===== src/rtl/mmio_pkg.sv =====
package mmio_pkg;
    typedef enum logic [1:0] {
        RGN_RAM  = 2'd0,
        RGN_LED  = 2'd1,
        RGN_BTN  = 2'd2,
        RGN_NONE = 2'd3
    } region_e;
endpackage


===== src/rtl/mmio_decode.sv =====
module mmio_decode
    import mmio_pkg::*;
#(
    parameter int          ADDR_W   = 32,
    parameter logic [31:0] IO_BASE  = 32'h0000_7F00,
    parameter int          NUM_LEDS = 2,
    parameter int          IDX_W    = 1
) (
    input  logic [ADDR_W-1:0] addr,
    output region_e           region,
    output logic [IDX_W-1:0]  led_idx
);
    localparam logic [ADDR_W-1:0] BASE = ADDR_W'(IO_BASE);
    localparam int WORD_W = ADDR_W - 2;

    logic [ADDR_W-1:0] offset;
    logic [WORD_W-1:0] word;

    always_comb begin
        offset  = addr - BASE;
        word    = offset[ADDR_W-1:2];
        led_idx = word[IDX_W-1:0];
        if (addr < BASE)
            region = RGN_RAM;
        else if (word < WORD_W'(NUM_LEDS))
            region = RGN_LED;
        else if (word == WORD_W'(NUM_LEDS))
            region = RGN_BTN;
        else
            region = RGN_NONE;
    end
endmodule


===== src/rtl/mmio_led_bank.sv =====
module mmio_led_bank #(
    parameter int NUM_LEDS = 2,
    parameter int IDX_W    = 1
) (
    input  logic                clk,
    input  logic                rst_n,
    input  logic                wr_en,
    input  logic [IDX_W-1:0]    idx,
    input  logic                bit_in,
    output logic [NUM_LEDS-1:0] led_q
);
    for (genvar i = 0; i < NUM_LEDS; i++) begin : g_led
        always_ff @(posedge clk or negedge rst_n) begin
            if (!rst_n)
                led_q[i] <= 1'b0;
            else if (wr_en && idx == IDX_W'(i))
                led_q[i] <= bit_in;
        end
    end
endmodule


===== src/rtl/mmio_btn_capture.sv =====
module mmio_btn_capture #(
    parameter int NUM_BTNS = 4
) (
    input  logic                clk,
    input  logic                rst_n,
    input  logic [NUM_BTNS-1:0] btn_in,
    output logic [NUM_BTNS-1:0] btn_q
);
    always_ff @(posedge clk or negedge rst_n) begin
        if (!rst_n)
            btn_q <= '0;
        else
            btn_q <= btn_in;
    end
endmodule


===== src/rtl/mmio_ctrl.sv =====
module mmio_ctrl
    import mmio_pkg::*;
#(
    parameter int          ADDR_W   = 32,
    parameter int          DATA_W   = 32,
    parameter logic [31:0] IO_BASE  = 32'h0000_7F00,
    parameter int          NUM_LEDS = 2,
    parameter int          NUM_BTNS = 4
) (
    input  logic                clk,
    input  logic                rst_n,
    input  logic [ADDR_W-1:0]   bus_addr,
    input  logic                bus_we,
    input  logic [DATA_W-1:0]   bus_wdata,
    output logic [DATA_W-1:0]   bus_rdata,
    output logic                ram_we,
    input  logic [DATA_W-1:0]   ram_rdata,
    input  logic [NUM_BTNS-1:0] btn_in,
    output logic [NUM_LEDS-1:0] led_out
);
    localparam int IDX_W = (NUM_LEDS > 1) ? $clog2(NUM_LEDS) : 1;

    region_e              region;
    logic [IDX_W-1:0]     led_idx;
    logic [NUM_BTNS-1:0]  btn_q;
    logic                 led_wr;

    mmio_decode #(
        .ADDR_W  (ADDR_W),
        .IO_BASE (IO_BASE),
        .NUM_LEDS(NUM_LEDS),
        .IDX_W   (IDX_W)
    ) u_decode (
        .addr   (bus_addr),
        .region (region),
        .led_idx(led_idx)
    );

    assign led_wr = bus_we && (region == RGN_LED);
    assign ram_we = bus_we && (region == RGN_RAM);

    mmio_led_bank #(
        .NUM_LEDS(NUM_LEDS),
        .IDX_W   (IDX_W)
    ) u_leds (
        .clk   (clk),
        .rst_n (rst_n),
        .wr_en (led_wr),
        .idx   (led_idx),
        .bit_in(bus_wdata[0]),
        .led_q (led_out)
    );

    mmio_btn_capture #(
        .NUM_BTNS(NUM_BTNS)
    ) u_btn (
        .clk   (clk),
        .rst_n (rst_n),
        .btn_in(btn_in),
        .btn_q (btn_q)
    );

    always_comb begin
        unique case (region)
            RGN_RAM:  bus_rdata = ram_rdata;
            RGN_LED:  bus_rdata = DATA_W'(led_out[led_idx]);
            RGN_BTN:  bus_rdata = DATA_W'(btn_q);
            RGN_NONE: bus_rdata = '0;
        endcase
    end
endmodule


===== config.mk =====
export PLATFORM = sky130hd
export DESIGN_NAME = mmio_ctrl
export DESIGN_NICKNAME = d
export VERILOG_FILES = /design/src/rtl/mmio_pkg.sv /design/src/rtl/mmio_decode.sv /design/src/rtl/mmio_led_bank.sv /design/src/rtl/mmio_btn_capture.sv /design/src/rtl/mmio_ctrl.sv
export SDC_FILE = /design/constraint.sdc
export NUM_CORES = 1
export LEC_CHECK = 0
export ABC_AREA = 1
export ABC_CLOCK_PERIOD_IN_PS = 1400
export BUFFER_PORTS_ARGS = -buffer_cell sky130_fd_sc_hd__clkbuf_2
export CAP_MARGIN = 20
export CELL_PAD_IN_SITES_DETAIL_PLACEMENT = 1
export CELL_PAD_IN_SITES_GLOBAL_PLACEMENT = 1
export CORE_MARGIN = 5
export CORE_UTILIZATION = 20
export DETAILED_ROUTE_END_ITERATION = 12
export GPL_ROUTABILITY_DRIVEN = 0
export PLACE_DENSITY = 0.79
export SLEW_MARGIN = 20
export SYNTH_ARGS = -nofsm -noshare
export SYNTH_HDL_FRONTEND = slang
export SYNTH_SLANG_ARGS = --single-unit

===== constraint.sdc =====
create_clock -name clk -period 1.4 [get_ports clk]
set_clock_uncertainty 0.15 [all_clocks]
set_input_delay 0 -clock clk [delete_from_list [all_inputs] [get_ports clk]]
set_output_delay 0 -clock clk [all_outputs]
set_load 0.1 [all_outputs]

# Word-level counts from Yosys, hierarchy flattened
# Cells that the tools add are included.
# totals
elab_cells,23
reg_bits,6
inputBits,103
out_inout_bits,35
# classes
mux,6
bitwise_logic,1
order_cmp,3
n_eq_ne,4
reduce_logical,5
n_addsub,1
# ops
operator,n
one-hot mux 32 bit (4 select lines),1
less-than comparator 32 x 15 -> 1 bit (second input constant),1
subtractor 32 x 15 -> 32 bit (second input constant),1
equality test 30 x 2 -> 1 bit (second input constant),1
less-than comparator 30 x 2 -> 1 bit (second input constant),1
equality test 2 bit (second input constant),2
logical AND 1 bit,4
2-to-1 mux 2 bit,2
2-to-1 mux 1 bit,3
equality test 2 x 1 -> 1 bit (second input constant),1
zero test 2 bit,1
less-than comparator 1 x 2 -> 1 bit (second input constant),1
NOT 1 bit,1

# Logic depth before layout (Yosys ltp)
# Gate-level depths: netlist of the first run.
# depth
word_depth,8
mapped_depth,15
ltp_nobuf,15

# Hierarchy
# A second synthesis of the first run with hierarchy kept.
# unflattened
cells_unflattened,207
hier_area_um2,1053.5
# modules_own_cells
module,seq_area_each_um2,cells_each,area_each_um2,instances
mmio_decode,0.0,106,513.0,1
mmio_ctrl,0.0,86,354.1,1
mmio_btn_capture,100.1,4,100.1,1
mmio_led_bank,50.0,11,86.3,1

# Least setup slack after synthesis of the first run
# No wires, ideal clock.
# synth_path
kind,input-to-output
start,input bus_addr[8]
end,output bus_rdata[12]
path_stages,9
arrival_time_ns,2.255
required_ns,1.250
path_buffers,1
path_slack_ns,-1.005
cell_sequence,ha_1 -> nand2_1 -> inv_1 -> nand2_2 -> nand2_2 -> nor2_1 -> nand2_1 -> clkbuf_1 -> nor2_1
# synth_between
elab_chain_len,7
elab_cells_between_ends,12
cone_classes,1 x add/sub; 2 x order compare; 4 x eq/ne; 4 x mux; 1 x reduce/logical
# synth_rtl
element,line_no,source
start: declaration,mmio_ctrl.sv:12,"input logic [ADDR_W-1:0] bus_addr,"
"parallel branches: the longest is 4 deep, another holds subtractor 32 x 15 -> 32 bit",-,
2-to-1 mux 2 bit (*),mmio_decode.sv:23,if (addr < BASE)
equality test 2 bit (tied with other cells),mmio_ctrl.sv:64,unique case (region)
one-hot mux 32 bit (4 select lines) (*),mmio_ctrl.sv:64,
end: declaration,mmio_ctrl.sv:15,"output logic [DATA_W-1:0] bus_rdata,"
# Every way passes the cells marked *.

# Worst setup path in the final report of the first run
# layout_path
start,input bus_addr[11]
end,output bus_rdata[0]
# The elaborated chain is that of the path after synthesis.

==> results of run 1 <==
registers in the layout, summed over array words and instances (netlist names):
register	cells
u_leds.led_q	2
u_btn.btn_q	4
path summary, 6_finish.rpt:
| check | from | endpoint | cells after the start |
|---|---|---|---|
| setup / recovery | bus_addr[11] | bus_rdata[0] | 15 |
| hold / removal | bus_addr[2] | u_leds.led_q[1]$_DFFE_PN0P_ | 5 |
| setup reg to reg | u_leds.led_q[0]$_DFFE_PN0P_ | u_leds.led_q[0]$_DFFE_PN0P_ | 4 |
| hold reg to reg | u_leds.led_q[1]$_DFFE_PN0P_ | u_leds.led_q[1]$_DFFE_PN0P_ | 4 |
| max in group asynchronous | rst_n | u_btn.btn_q[3]$_DFF_PN0_ | 3 |
| min in group asynchronous | rst_n | u_leds.led_q[0]$_DFFE_PN0P_ | 3 |
where the power goes:
part / switching (W) / internal [W]
Combinational: 0.000383 / 0.000279
Clock: 0.000102 / 0.000198
Sequential: 0.00000547 / 0.000180
worst max-delay path, cell delays in order:
cell	delay, ns
clkbuf_2	0.10
buf_4	0.13
inv_1	0.07
nor2_1	0.26
nand2_1	0.12
nand2_1	0.10
nand3_1	0.18
nor2_2	0.21
nand2_1	0.12
nor2_4	0.16
nand3_2	0.09
nand3_2	0.08
nand2_2	0.07
clkinvlp_4	0.10
buf_12	0.17
through the flow:
step           TNS (ns)  power (W)  utilization  setup WS (ns)  hold slack (ns)
4_1_cts          -12.18   0.000981        0.536         -0.465           0.0989
3_5_place_dp     -12.47   0.000651        0.479         -0.581           -0.313
5_1_grt          -17.13    0.00118        0.592         -0.810            0.215
6_report         -15.48    0.00115        0.592         -0.725            0.182
2_1_floorplan     -2.64   0.000367            -         -0.259           -0.446
3_3_place_gp     -10.61   0.000621        0.479         -0.485           -0.322
cells by family after synthesis:
kind of cell / after synthesis
AND/OR/NAND/NOR: 226
buffers and inverters: 72
flip-flops: 6
AO/OA/AOI/OAI: 5
adder cells (fa/ha/maj): 1
cell usage in the layout, fill, tap and decap left out, types with 2 or more instances in the layout:
| cell | Yosys | layout |
|---|---|---|
| a21oi_1 | 2 | 2 |
| buf_12 | 0 | 39 |
| buf_2 | 0 | 3 |
| buf_4 | 0 | 67 |
| buf_6 | 1 | 12 |
| buf_8 | 0 | 7 |
| clkbuf_2 | 0 | 61 |
| clkbuf_8 | 0 | 4 |
| clkinv_1 | 2 | 2 |
| dfrtp_1 | 6 | 4 |
| dfrtp_2 | 0 | 2 |
| dlygate4sd3_1 | 0 | 9 |
| inv_1 | 64 | 61 |
| inv_2 | 2 | 3 |
| nand2_1 | 86 | 63 |
| nand2_2 | 5 | 19 |
| nand2_4 | 1 | 8 |
| nand2_8 | 0 | 3 |
| nand3_1 | 33 | 18 |
| nand3_2 | 2 | 11 |
| nand3_4 | 0 | 6 |
| nand3b_1 | 2 | 2 |
| nand4_1 | 13 | 13 |
| nor2_1 | 68 | 16 |
| nor2_2 | 7 | 7 |
| nor2_4 | 5 | 57 |
| o21ai_0 | 3 | 2 |
repair_timing:
action	4_1_cts	5_1_grt
hold buffers	9	0
endpoints found under the hold margin	12	0
pin swaps	24	51
setup buffers	15	8
gates resized for setup	33	100
endpoints found under the setup margin	35	35
cloned	1	1
routing by layer:
layer	global-route usage	share of wire	wire length [um]
met5	0	0	0
met2	0.478	0.54	7850
met1	0.216	0.33	4760
met3	0.0309	0.049	709
met4	0.133	0.082	1190
cell type report:
cell class,count,area [sq um]
Fill cell,904,2970
Timing Repair Buffer,200,1980
Multi-Input combinational cell,233,1760
Inverter,68,264
Sequential cell,6,153
Tap cell,99,124
Clock buffer,4,45.0
==> impl_metrics.env, run 1 <==
export IMPL_netlist_instances=310
export IMPL_avgSynthCellArea_sq_um=4.88
export IMPL_synth_xor_area_frac=0
export IMPL_setup_violations=35
export IMPL_cp_arrival_ns=1.98
export IMPL_power_density_mw_per_mm2=266
export IMPL_clockRootBuffer="clkbuf_8"
export IMPL_ys_warn_count=0
export IMPL_worst_slew_pin_slew_ns=0.553
export IMPL_status="finished, violations left"
export IMPL_drive_above_1_share=0.622
export IMPL_hold_violations=0
export IMPL_fp_coreArea_sq_mm=0.00729
export IMPL_fin_nets=616
export IMPL_grt_ovfl_total=0
export IMPL_synthTopCellsByArea="nand2_1, nor2_1, inv_1"
export IMPL_fin_cells=610
export IMPL_ant_nets=0
export IMPL_synth_edff_count=0
export IMPL_postRouteWirelength_um=14500
export IMPL_required_ns=1.25
export IMPL_violations="setup timing"
export IMPL_num_vias=3116
export IMPL_grt_usage=0.234
export IMPL_ioPinCount=138
export IMPL_vdd_ir_drop_max_mv=0.878
export IMPL_cp_max_fo=3
export IMPL_drcViolationCount=0
export IMPL_grt_max_degree=16
export IMPL_cts_sinks=6
export IMPL_start_kind="input port"
export IMPL_synth_adder_area_share=0.00827
export IMPL_ys_seq_elements=6
export IMPL_h_tree_depth=1
export IMPL_hp_class="in -> reg"
export IMPL_drtPass1Iterations=4
export IMPL_synth_mux_area_frac=0
export IMPL_placedCellCount=574
export IMPL_avgViaCountPerCell=5.11
export IMPL_synth_compound_area_frac=0.0165
export IMPL_synth_simple_gate_area_frac=0.692
export IMPL_reg2reg_slack_ns=0.35
export IMPL_yosysTopAreaCell="nand2_1"
export IMPL_drtIter0Drc=192
export IMPL_clock_latency_ns=0.24
export IMPL_die_h_um=97.0
export IMPL_portBuffers=104
export IMPL_placed_cell_area_sq_mm=0.00349
export IMPL_design_area_sq_mm=0.00432
export IMPL_yosysMostFrequentCell="nand2_1"
export IMPL_cts_buffer_depth=2
export IMPL_antenna_cells=0
export IMPL_async_flop_share=1.00
export IMPL_synth_commonest_cells="nand2_1, nor2_1, inv_1, nand3_1, nand4_1"
export IMPL_initial_core_util=0.207
export IMPL_post_dp_hpwl_um=7520
export IMPL_period_share=1.52
export IMPL_die_area_sq_mm=0.00940
export IMPL_seq_area_frac_synth=0.0993
export IMPL_p_leak_nw=2.09
export IMPL_synth_top_family_by_area="simple AND/OR/NAND/NOR gates"
export IMPL_clkSlewWorstSetupHoldPaths_ns=0.05
export IMPL_syn_num_nets=414
export IMPL_synth_cell_area_sq_mm=0.00151
export IMPL_cts_buffers=3
export IMPL_synthDistinctLibCells=23
export IMPL_rows=31
export IMPL_timing_final_ws_setup_ns=-0.725
export IMPL_slew_viol_final=0
export IMPL_endpoint_kind="output pin"
export IMPL_min_period_ns=2.13
export IMPL_synth_top_area_frac=0.213
export IMPL_drv_cap=0
export IMPL_grt_pass1_vias=3419
export IMPL_antenna_found_initial=0
export IMPL_maxSlewHeadroom=0.633
export IMPL_ys_flop_type="dfrtp_1"
export IMPL_grt_first_pass_wirelength_um=17700
export IMPL_rsz0062_at_grt="yes"
export IMPL_tritoncts="yes"
export IMPL_die_x_um=97.0
export IMPL_wl_per_cell_um=23.8
export IMPL_path_class="in -> out"
export IMPL_clock_fmax_mhz=471
export IMPL_area_growth_pct=185
Note: power is estimated with default switching activity, not from simulation.
==> run 2, diff against run 1 <==
Settings changed: MAX_ROUTING_LAYER from default to met4.
==> impl_metrics.env, run 2 (synthesis results as in run 1) <==
export IMPL_status="finished, violations left"
export IMPL_violations="setup timing"
export IMPL_hold_end="u_leds.led_q[1]$_DFFE_PN0P_"
export IMPL_avgViaCountPerCell=5.04
export IMPL_grt_first_pass_wirelength_um=17700
export IMPL_drtIter0Drc=210
export IMPL_crit_chain="buf_2 > nor2_4 > nand2_1 > nor2_2 > nand3_2 > nand2_2 > nand2_2 > nor2_4 > nand3_2 > nor2_4 > nand3_2 > nand3_2 > nand2_2 > clkinvlp_4 > buf_12"
export IMPL_cts_buffer_depth=2
export IMPL_reg2reg_slack_ns=0.41
export IMPL_endpoint_kind="output pin"
export IMPL_clockRootBuffer="clkbuf_8"
export IMPL_mostFrequentLayoutCells="buf_4, nand2_1, clkbuf_2, inv_1, nor2_4"
export IMPL_die_area_sq_mm=0.00940
export IMPL_antenna_found_initial=0
export IMPL_fp_coreArea_sq_mm=0.00729
export IMPL_slew_viol_final=0
export IMPL_dp_slack_ns=-0.581
export IMPL_drive_above_1_share=0.624
export IMPL_cts_buffers=3
export IMPL_min_period_ns=2.11
export IMPL_grt_pass1_vias=3408
export IMPL_design_area_sq_mm=0.00424
export IMPL_p_leak_nw=2.05
export IMPL_r2r_cells=4
export IMPL_grt_ovfl_total=0
export IMPL_cp_slowest_cell="nor2_4"
export IMPL_drv_cap=0
export IMPL_timing_final_ws_setup_ns=-0.711
export IMPL_slowest_delay_ns=0.22
export IMPL_reg2reg_to="u_leds.led_q[0]$_DFFE_PN0P_"
export IMPL_reg_top3="u_btn.btn_q (4), u_leds.led_q (2)"
export IMPL_start_kind="input port"
export IMPL_hold_worst_slack_ns=0.0962
export IMPL_wl_per_cell_um=22.5
export IMPL_setup_violations=35
export IMPL_reg2reg_from="u_leds.led_q[0]$_DFFE_PN0P_"
export IMPL_hp_class="in -> reg"
export IMPL_die_h_um=97.0
export IMPL_path_common_cell="nand3_2"
export IMPL_cp_arrival_ns=1.96
export IMPL_path_class="in -> out"
export IMPL_hold_violations=0
export IMPL_clock_latency_ns=0.24
export IMPL_antenna_cells=0
export IMPL_postRouteWirelength_um=13700
export IMPL_required_ns=1.25
export IMPL_largest_reg_flops=4
export IMPL_mostFrequentLayoutCell="buf_4"
export IMPL_h_tree_depth=1
export IMPL_num_vias=3067
export IMPL_portBuffers=104
export IMPL_fin_nets=615
export IMPL_min_from="bus_addr[2]"
export IMPL_worst_slew_pin_slew_ns=0.553
export IMPL_grt_usage=0.241
export IMPL_placed_cell_area_sq_mm=0.00349
export IMPL_vdd_ir_drop_max_mv=0.821
export IMPL_cts_sinks=6
export IMPL_ant_nets=0
export IMPL_power_density_mw_per_mm2=265
export IMPL_die_x_um=97.0
export IMPL_period_share=1.51
export IMPL_post_dp_hpwl_um=7520
export IMPL_top_register="u_btn.btn_q"
export IMPL_tritoncts="yes"
export IMPL_rows=31
export IMPL_cp_max_fo=4
export IMPL_clock_fmax_mhz=474
export IMPL_maxSlewHeadroom=0.633
export IMPL_area_growth_pct=180
export IMPL_rsz0062_at_grt="yes"
export IMPL_min_path_cells=5
export IMPL_grt_max_degree=16
export IMPL_drcViolationCount=0
export IMPL_drtPass1Iterations=4
export IMPL_initial_core_util=0.207
export IMPL_ioPinCount=138
export IMPL_clkSlewWorstSetupHoldPaths_ns=0.04
## run 2: cell count changes in the layout (fill, tap and decap cells not counted), moves of 4 or more
cell    previous run  this run
nor2_2             7        11
buf_4             67        74
buf_6             12         8
nor2_4            57        53
buf_8              7         3
## run 2: area by class of cell
type,count,area [sq um]
Tap cell,99,124
Inverter,68,264
Clock buffer,4,45.0
Timing Repair Buffer,199,1920
Fill cell,916,3050
Sequential cell,6,153
Multi-Input combinational cell,233,1730
## run 2: worst max-delay path by stage
stage	slack, ns	to	start	cells past startpoint
after floorplan	-0.26	bus_rdata[0]	bus_addr[8]	14
after global placement	-0.48	bus_rdata[0]	bus_addr[8]	16
after detailed placement	-0.58	bus_rdata[0]	bus_addr[19]	15
after CTS	-0.47	bus_rdata[0]	bus_addr[8]	16
after global routing	-0.74	bus_rdata[0]	bus_addr[24]	15
final	-0.71	bus_rdata[0]	bus_addr[24]	15
## run 2: stage by stage
step                      cells  TNS [ns]  utilization  power (W)
after detailed placement    574    -12.47        0.479   0.000651
after global routing        609    -16.07        0.582    0.00116
after CTS                   602    -12.18        0.536   0.000981
after floorplan             310     -2.64            -   0.000367
final                       609    -14.45        0.582    0.00112
after global placement      574    -10.61        0.479   0.000621
## run 2: report_power, final
| group | switching, W | leakage (nW) | internal (W) | total [W] |
|---|---|---|---|---|
| clock | 0.0000947 | 0.0228 | 0.000198 | 0.000292 |
| combinational | 0.000368 | 1.96 | 0.000277 | 0.000646 |
| sequential | 0.00000582 | 0.0635 | 0.000180 | 0.000186 |
## run 2: worst max-delay path, delay by kind of cell
kind          cells  cell delay (ns)
simple gates     12             1.52
buf+inv           3             0.43
## run 2: what timing repair did
action	in CTS	in global routing
hold buffers	9	0
hold endpoints to repair	12	0
setup endpoints to repair	35	35
pin swaps	24	43
resized for setup	33	83
cloned	1	1
setup buffers	15	7
## run 2: routing by layer
metal | wire [um] | track usage | up-vias | share of wire
li1 | - | - | 1348 | -
met1 | 4390 | 0.221 | 1448 | 0.32
met2 | 7690 | 0.478 | 191 | 0.56
met3 | 611 | 0.0288 | 80 | 0.045
met4 | 1010 | 0.129 | 0 | 0.074
met5 | 0 | - | - | 0
